<file path="src/rtl/rx_word_match.sv">
module rx_word_match #(
  parameter int W = 8
) (
  input  logic         clk,
  input  logic         rst_n,
  input  logic         word_vld,
  input  logic [W-1:0] word_data,
  input  logic         xfer_start,
  input  logic [2:0]   mode,
  input  logic [W-1:0] pat_a,
  input  logic [W-1:0] pat_b,
  input  logic         flag_clr,
  output logic         match_flag
);
  localparam logic [2:0] M_FIRST_OR = 3'b010;
  localparam logic [2:0] M_ANY_OR   = 3'b011;
  localparam logic [2:0] M_FIRST_SQ = 3'b100;
  localparam logic [2:0] M_ANY_SQ   = 3'b101;
  localparam logic [2:0] M_FIRST_MK = 3'b110;
  localparam logic [2:0] M_ANY_MK   = 3'b111;

  // position: 0 = first word next, 1 = second, 2 = later
  logic [1:0] pos_q, pos_cur;
  logic       prev_a_q, prev_a_cur;
  logic       eq_a, eq_b, mask_eq, is_first, is_second, hit;

  assign pos_cur    = xfer_start ? 2'd0 : pos_q;
  assign prev_a_cur = xfer_start ? 1'b0 : prev_a_q;
  assign is_first   = (pos_cur == 2'd0);
  assign is_second  = (pos_cur == 2'd1);
  assign eq_a       = (word_data == pat_a);
  assign eq_b       = (word_data == pat_b);
  assign mask_eq    = ((word_data & pat_b) == (pat_a & pat_b));

  always_comb begin
    case (mode)
      M_FIRST_OR: hit = is_first & (eq_a | eq_b);
      M_ANY_OR:   hit = eq_a | eq_b;
      M_FIRST_SQ: hit = is_second & prev_a_cur & eq_b;
      M_ANY_SQ:   hit = prev_a_cur & eq_b;
      M_FIRST_MK: hit = is_first & mask_eq;
      M_ANY_MK:   hit = mask_eq;
      default:    hit = 1'b0;
    endcase
  end

  always_ff @(posedge clk) begin
    if (!rst_n) begin
      pos_q    <= 2'd0;
      prev_a_q <= 1'b0;
    end else if (word_vld) begin
      pos_q    <= (pos_cur == 2'd2) ? 2'd2 : pos_cur + 2'd1;
      prev_a_q <= eq_a;
    end else if (xfer_start) begin
      pos_q    <= 2'd0;
      prev_a_q <= 1'b0;
    end
  end

  always_ff @(posedge clk) begin
    if (!rst_n)
      match_flag <= 1'b0;
    else if (word_vld && hit)
      match_flag <= 1'b1;
    else if (flag_clr)
      match_flag <= 1'b0;
  end


  rise_needs_word_chk: assert property (@(posedge clk) disable iff (!rst_n)
    $rose(match_flag) |-> $past(word_vld));


  disabled_mode_chk: assert property (@(posedge clk) disable iff (!rst_n)
    $past(mode[2:1] == 2'b00 && !match_flag) |-> !match_flag);


  sticky_chk: assert property (@(posedge clk) disable iff (!rst_n)
    $past(match_flag && !flag_clr) |-> match_flag);


  clear_chk: assert property (@(posedge clk) disable iff (!rst_n)
    $past(flag_clr && !word_vld) |-> !match_flag);


  set_wins_chk: assert property (@(posedge clk) disable iff (!rst_n)
    $past(word_vld && mode == M_ANY_OR && word_data == pat_a) |-> match_flag);
endmodule

</file>
<file path="config.mk">
export PLATFORM = sky130hd
export DESIGN_NAME = rx_word_match
export DESIGN_NICKNAME = d
export VERILOG_FILES = /design/src/rtl/rx_word_match.sv
export SDC_FILE = /design/constraint.sdc
export NUM_CORES = 1
export LEC_CHECK = 0
export BUFFER_PORTS_ARGS = -buffer_cell sky130_fd_sc_hd__buf_4
export CAP_MARGIN = 40
export CORE_AREA = 4 4 41 43
export CTS_BUF_LIST = sky130_fd_sc_hd__clkbuf_8
export DETAILED_ROUTE_END_ITERATION = 12
export DIE_AREA = 0 0 45 47
export PLACE_DENSITY_LB_ADDON = 0.3
export SLEW_MARGIN = 20
export SYNTH_ARGS = -nofsm -noshare
export SYNTH_HDL_FRONTEND = slang
export SYNTH_SLANG_ARGS = --single-unit
</file>
<file path="constraint.sdc">
create_clock -name clk -period 4 [get_ports clk]
set_clock_uncertainty 0.1 [all_clocks]
set_input_delay 0 -clock clk [delete_from_list [all_inputs] [get_ports clk]]
set_output_delay 0 -clock clk [all_outputs]
set_load 0.01 [all_outputs]
</file>
-- Word level (Yosys, flattened, before mapping)
Cells that the tools add are included.
- memories: 0
- input bits: 32
- bits in registers: 4
- memory bits (writable): 0
- latch bits: 0
- memory bits (read-only): 0
- word-level logic and storage cells: 34
- $lt $le $gt $ge: 0
- reduce and logical (&&, ||, !) cells: 3
- bitwise logic cells: 8
- divide/modulo/power cells: 0
- $mul: 0
- mux-type cells: 8
- shift operators: 0
- add/sub/neg operators: 1
- equal/unequal tests: 11
- operators with widths (cell ; number):
    $eq 8x8->1 ; 3
    $and 8x8->8 ; 2
    $eq 3x3->1 const B ; 4
    $eq 3x2->1 const B ; 2
    $mux 2 ; 3
    $pmux 1 s6 ; 1
    $and 1x1->1 ; 5
    $mux 1 ; 4
    $add 2x1->2 const B ; 1
    $eq 2x1->1 const B ; 1
    $eq 2x2->1 const B ; 1
    $logic_not 2->1 ; 1
    $reduce_bool 2->1 ; 1
    $logic_and 1x1->1 ; 1
    $or 1x1->1 ; 1

-- Longest topological paths before layout
- depth in word-level cells: 7
- depth in mapped cells: 8
- mapped depth without buffers: 8

-- Worst setup path before layout
OpenSTA, ideal clock, no wires.
- path type: register -> register
- start: register pos_q[0]
- end: register match_flag
- stages on the path, launching flop included: 9
- required time: 3.779 ns
- arrival time: 1.267 ns
- setup time: 0.121 ns
- path slack: 2.512 ns
- buffers on the path: 0
- period minus slack after synthesis: 1.488 ns
- path through: dfxtp_1 > nor2b_1 > inv_1 > ha_1 > mux2_1 > nand2_1 > nor4_1 > a31oi_1 > a21oi_1
- longest elaborated chain between the ends: 7
- elaborated cells on any way between the ends: 11
- classes of those cells: eq/ne (1); mux (3); bitwise (4); reduce/logical (3)
- RTL lines (element ; RTL line ; source):
    from (decl) ; 23 ; logic [1:0] pos_q, pos_cur;
    from (signal assigned) ; 52 ; pos_q <= (pos_cur == 2'd2) ? 2'd2 : pos_cur + 2'd1;
    $mux 2 * ; - ;
    $eq 2x1->1 ; 30 ; assign is_second = (pos_cur == 2'd1);
    $and 1x1->1 (2 in a row) ; 39 ; M_FIRST_SQ: hit = is_second & prev_a_cur & eq_b;
    $pmux 1 s6 * ; 36 ; case (mode)
    $logic_and 1x1->1 * ; 63 ; else if (word_vld && hit)
    $mux 1 or $reduce_bool 2->1 (tied branches) ; - ;
    to (signal assigned) ; 62 ; match_flag <= 1'b0;
    to (signal assigned) ; 64 ; match_flag <= 1'b1;
    to (signal assigned) ; 66 ; match_flag <= 1'b0;
    to (decl) ; 13 ; output logic match_flag
Every way passes the cells marked *; elsewhere a longest branch is shown, timed or not.
A chain may end at the register's enable or synchronous reset.

-- Worst setup path in the final report
Ends and elaborated chain as after synthesis.

==> summary.txt <==
Hold Fails Final Rpt: 0
Critical Path RT: 4010 ps
Initial Utilization: 43.94%
Logic pwr share: 35.7%
Hold WS: 14.80 ps
Slew Limit Fails: 0
H-tree levels: 1
min Tclk post-route: 1645 ps
via count: 619
Yosys Warn Count: 0
clock buffer count from CTS: 3
RePlAce Congestion: 0.7044
P&R area growth vs syn: 56.02%
mux contribution to synthesized area: 3.720%
leakage: 0.4006 nW
Placement Rows: 13
Sw Pwr: 0.05276 mW
setup total negative slack: 0 ps
switching share of power: 26.20%
Cell Pwr Density: 225.8 mW/mm²
total routed wirelength: 1542 µm
final instance area: 892.1 µm²
Post-Synth Adder-Cell Area: 21.88%
number of global-route vias before repair: 634
Antenna Cells: 0
async set-reset flop share out of synthesis: 0%
Post-Synthesis Net Count: 110
Placed Area: 830.8 µm²
endpoints failing setup: 0
number of synthesized flops with an enable pin: 0
Synth area leaders: ha_1 (22%), xnor2_1 (21%), dfxtp_1 (14%)
detailed router's first-iteration violation count: 1
Final Cycle Share: 41.14%
met3 routed wirelength: 115 µm
Yosys top cell area share: 21.88%
clock network power share: 43.4%
leading area contributor after synthesis: ha_1
post-synth cell types: 23
die area: 0.002115 mm²
CP Launch Type: flip-flop
CP max FO: 3
Rel. slew slack: 69.78%
clk sinks: 4
main combinational cell family by area after synthesis: XOR/XNOR gates
antenna viol nets, final: 0
io pins: 33
mapped cell area: 571.8 µm²
worst setup path end: match_flag
wire per inst: 12.85 µm
Die Wd: 45 µm
worst-margin pin slew: 449.2 ps
Top Layer Used: met4
metal2 WL: 826 µm
first-pass GRT wire length: 2539 µm
Clk Latency, worst-skew pair: 220 ps
die height: 47 µm
Setup CP Type: reg -> reg
Compound-Gate Fraction of Synth Area: 9.847%
highest clock rate: 0.6078 GHz
simple-gate share of the synthesized area: 24.07%
XOR/XNOR share of the synthesized area: 25.82%
R2R Setup Slk: 2350 ps
ys flop type: dfxtp_1
status: completed
# Post-CTS Setup Buffers: 0
Seq/Total Area, Yosys: 14.00%
CTS root buffer: clkbuf_8
Int Pwr: 0.1486 mW
clk slew on worst S/H paths: 40 ps
DR vias/cell: 5.158
post-layout util: 68.56%
crit path capture type: flip-flop
max_cap viols: 0
Nets: 149
final setup margin: 2355 ps
CTS tree: built
Cells after Synth: 68
drt pass-1 iters: 4
largest net degree at the start of global routing: 7
hold crit path type: in -> reg
All-Layer GR Usage: 16.68%
RR Startpoint: pos_q[0]
Setup Slack @ Placement: 2393 ps
DP HPWL: 1302 µm
worst reg2reg path endpoint: match_flag
syn_area_per_cell: 8.409 µm²
RSZ-0062 raised after global routing: false
CTS max path bufs: 2
initial antenna violation count: 0
sequential share of power: 20.9%
most frequent cells after synthesis: xnor2_1 (14), ha_1 (10), nand2_1 (10)
Worst VDD drop: 218.6 µV
Residual DRC: 0
critical path arrival: 1650 ps
cells on worst reg2reg path: 8
Placeable Area: 0.001301 mm²
#FFs+latches synth: 4
wire length on met1: 584 µm
layout cells sized above 1: 34.29%
most frequent cell after synthesis: xnor2_1
IO buf count: 32
Worst Setup SP: pos_q[0]
total global routing overflow: 0
final cells by class:
type,count,area (µm²)
Inverter,1,3.754
Sequential cell,4,80.08
Timing Repair Buffer,34,260.3
Clock buffer,3,41.29
Fill cell,122,409.1
Multi-Input combinational cell,63,488.0
Tap cell,15,18.77
flip-flops by register name (all words and copies together), names as in the netlist:
register,cells
match_flag,1
prev_a_q,1
pos_q,2
worst min-delay path by stage:
stage,slack [ps],end,cells after the start,start
final,10,match_flag,3,word_vld
after global routing,30,match_flag,3,word_vld
after CTS,10,prev_a_q,3,word_vld
after detailed placement,150,pos_q[1],2,rst_n
after global placement,150,pos_q[0],2,rst_n
after floorplan,20,pos_q[0],1,rst_n
power groups by stage:
| stage | registers [mW] | clock network, mW | logic [mW] |
|---|---|---|---|
| 6_report | 0.0420 | 0.0874 | 0.0719 |
| 2_1_floorplan | 0.0424 | 0 | 0.0328 |
| 4_1_cts | 0.0419 | 0.0879 | 0.0726 |
| 3_5_place_dp | 0.0424 | 0 | 0.0707 |
| 3_3_place_gp | 0.0424 | 0 | 0.0686 |
| 5_1_grt | 0.0421 | 0.0891 | 0.0803 |
metal layers:
layer | GRT usage [%] | vias to the layer above
li1 | - | 319
met1 | 18.68 | 281
met2 | 31.07 | 17
met3 | 3.831 | 2
met4 | 5.263 | 0
met5 | 0 | -
stage by stage:
stage / instances / power (mW)
after floorplan: 68 / 0.07529
final: 120 / 0.2014
after global placement: 115 / 0.1110
after detailed placement: 115 / 0.1130
after CTS: 120 / 0.2024
after global routing: 120 / 0.2115
worst max-delay path, cell delays in order, from the launching register on:
cell,delay [ps]
dfxtp_1,310
nor2b_1,190
inv_1,80
ha_1,230
mux2_1,300
nand2_1,70
nor4_1,50
a31oi_1,160
a21oi_1,50
timing repair:
action                                 in CTS  in global routing
hold buffers                                2                  0
gates resized for setup                     0                  0
endpoints found under the hold margin       4                  0
cell families after synthesis:
| family | count (synthesis) |
|---|---|
| multiplexers | 2 |
| AO/OA/AOI/OAI | 9 |
| buffers and inverters | 1 |
| AND/OR/NAND/NOR | 26 |
| flip-flops | 4 |
| adder cells (fa/ha/maj) | 10 |
| XOR/XNOR | 16 |
cells in the final DEF (no fill, tap or decap), types with 2 or more instances in the layout:
master          n
a21oi_1         3
and2_1          2
buf_4          32
clkbuf_8        3
dfxtp_1         4
dlygate4sd3_1   2
ha_1           10
nand2_1        10
nand4_1         2
nor2b_1         2
nor3b_1         2
nor4_1          4
o2111ai_1       2
o21ai_0         2
xnor2_1        14
No activity file was read; power rests on OpenSTA's default activity.
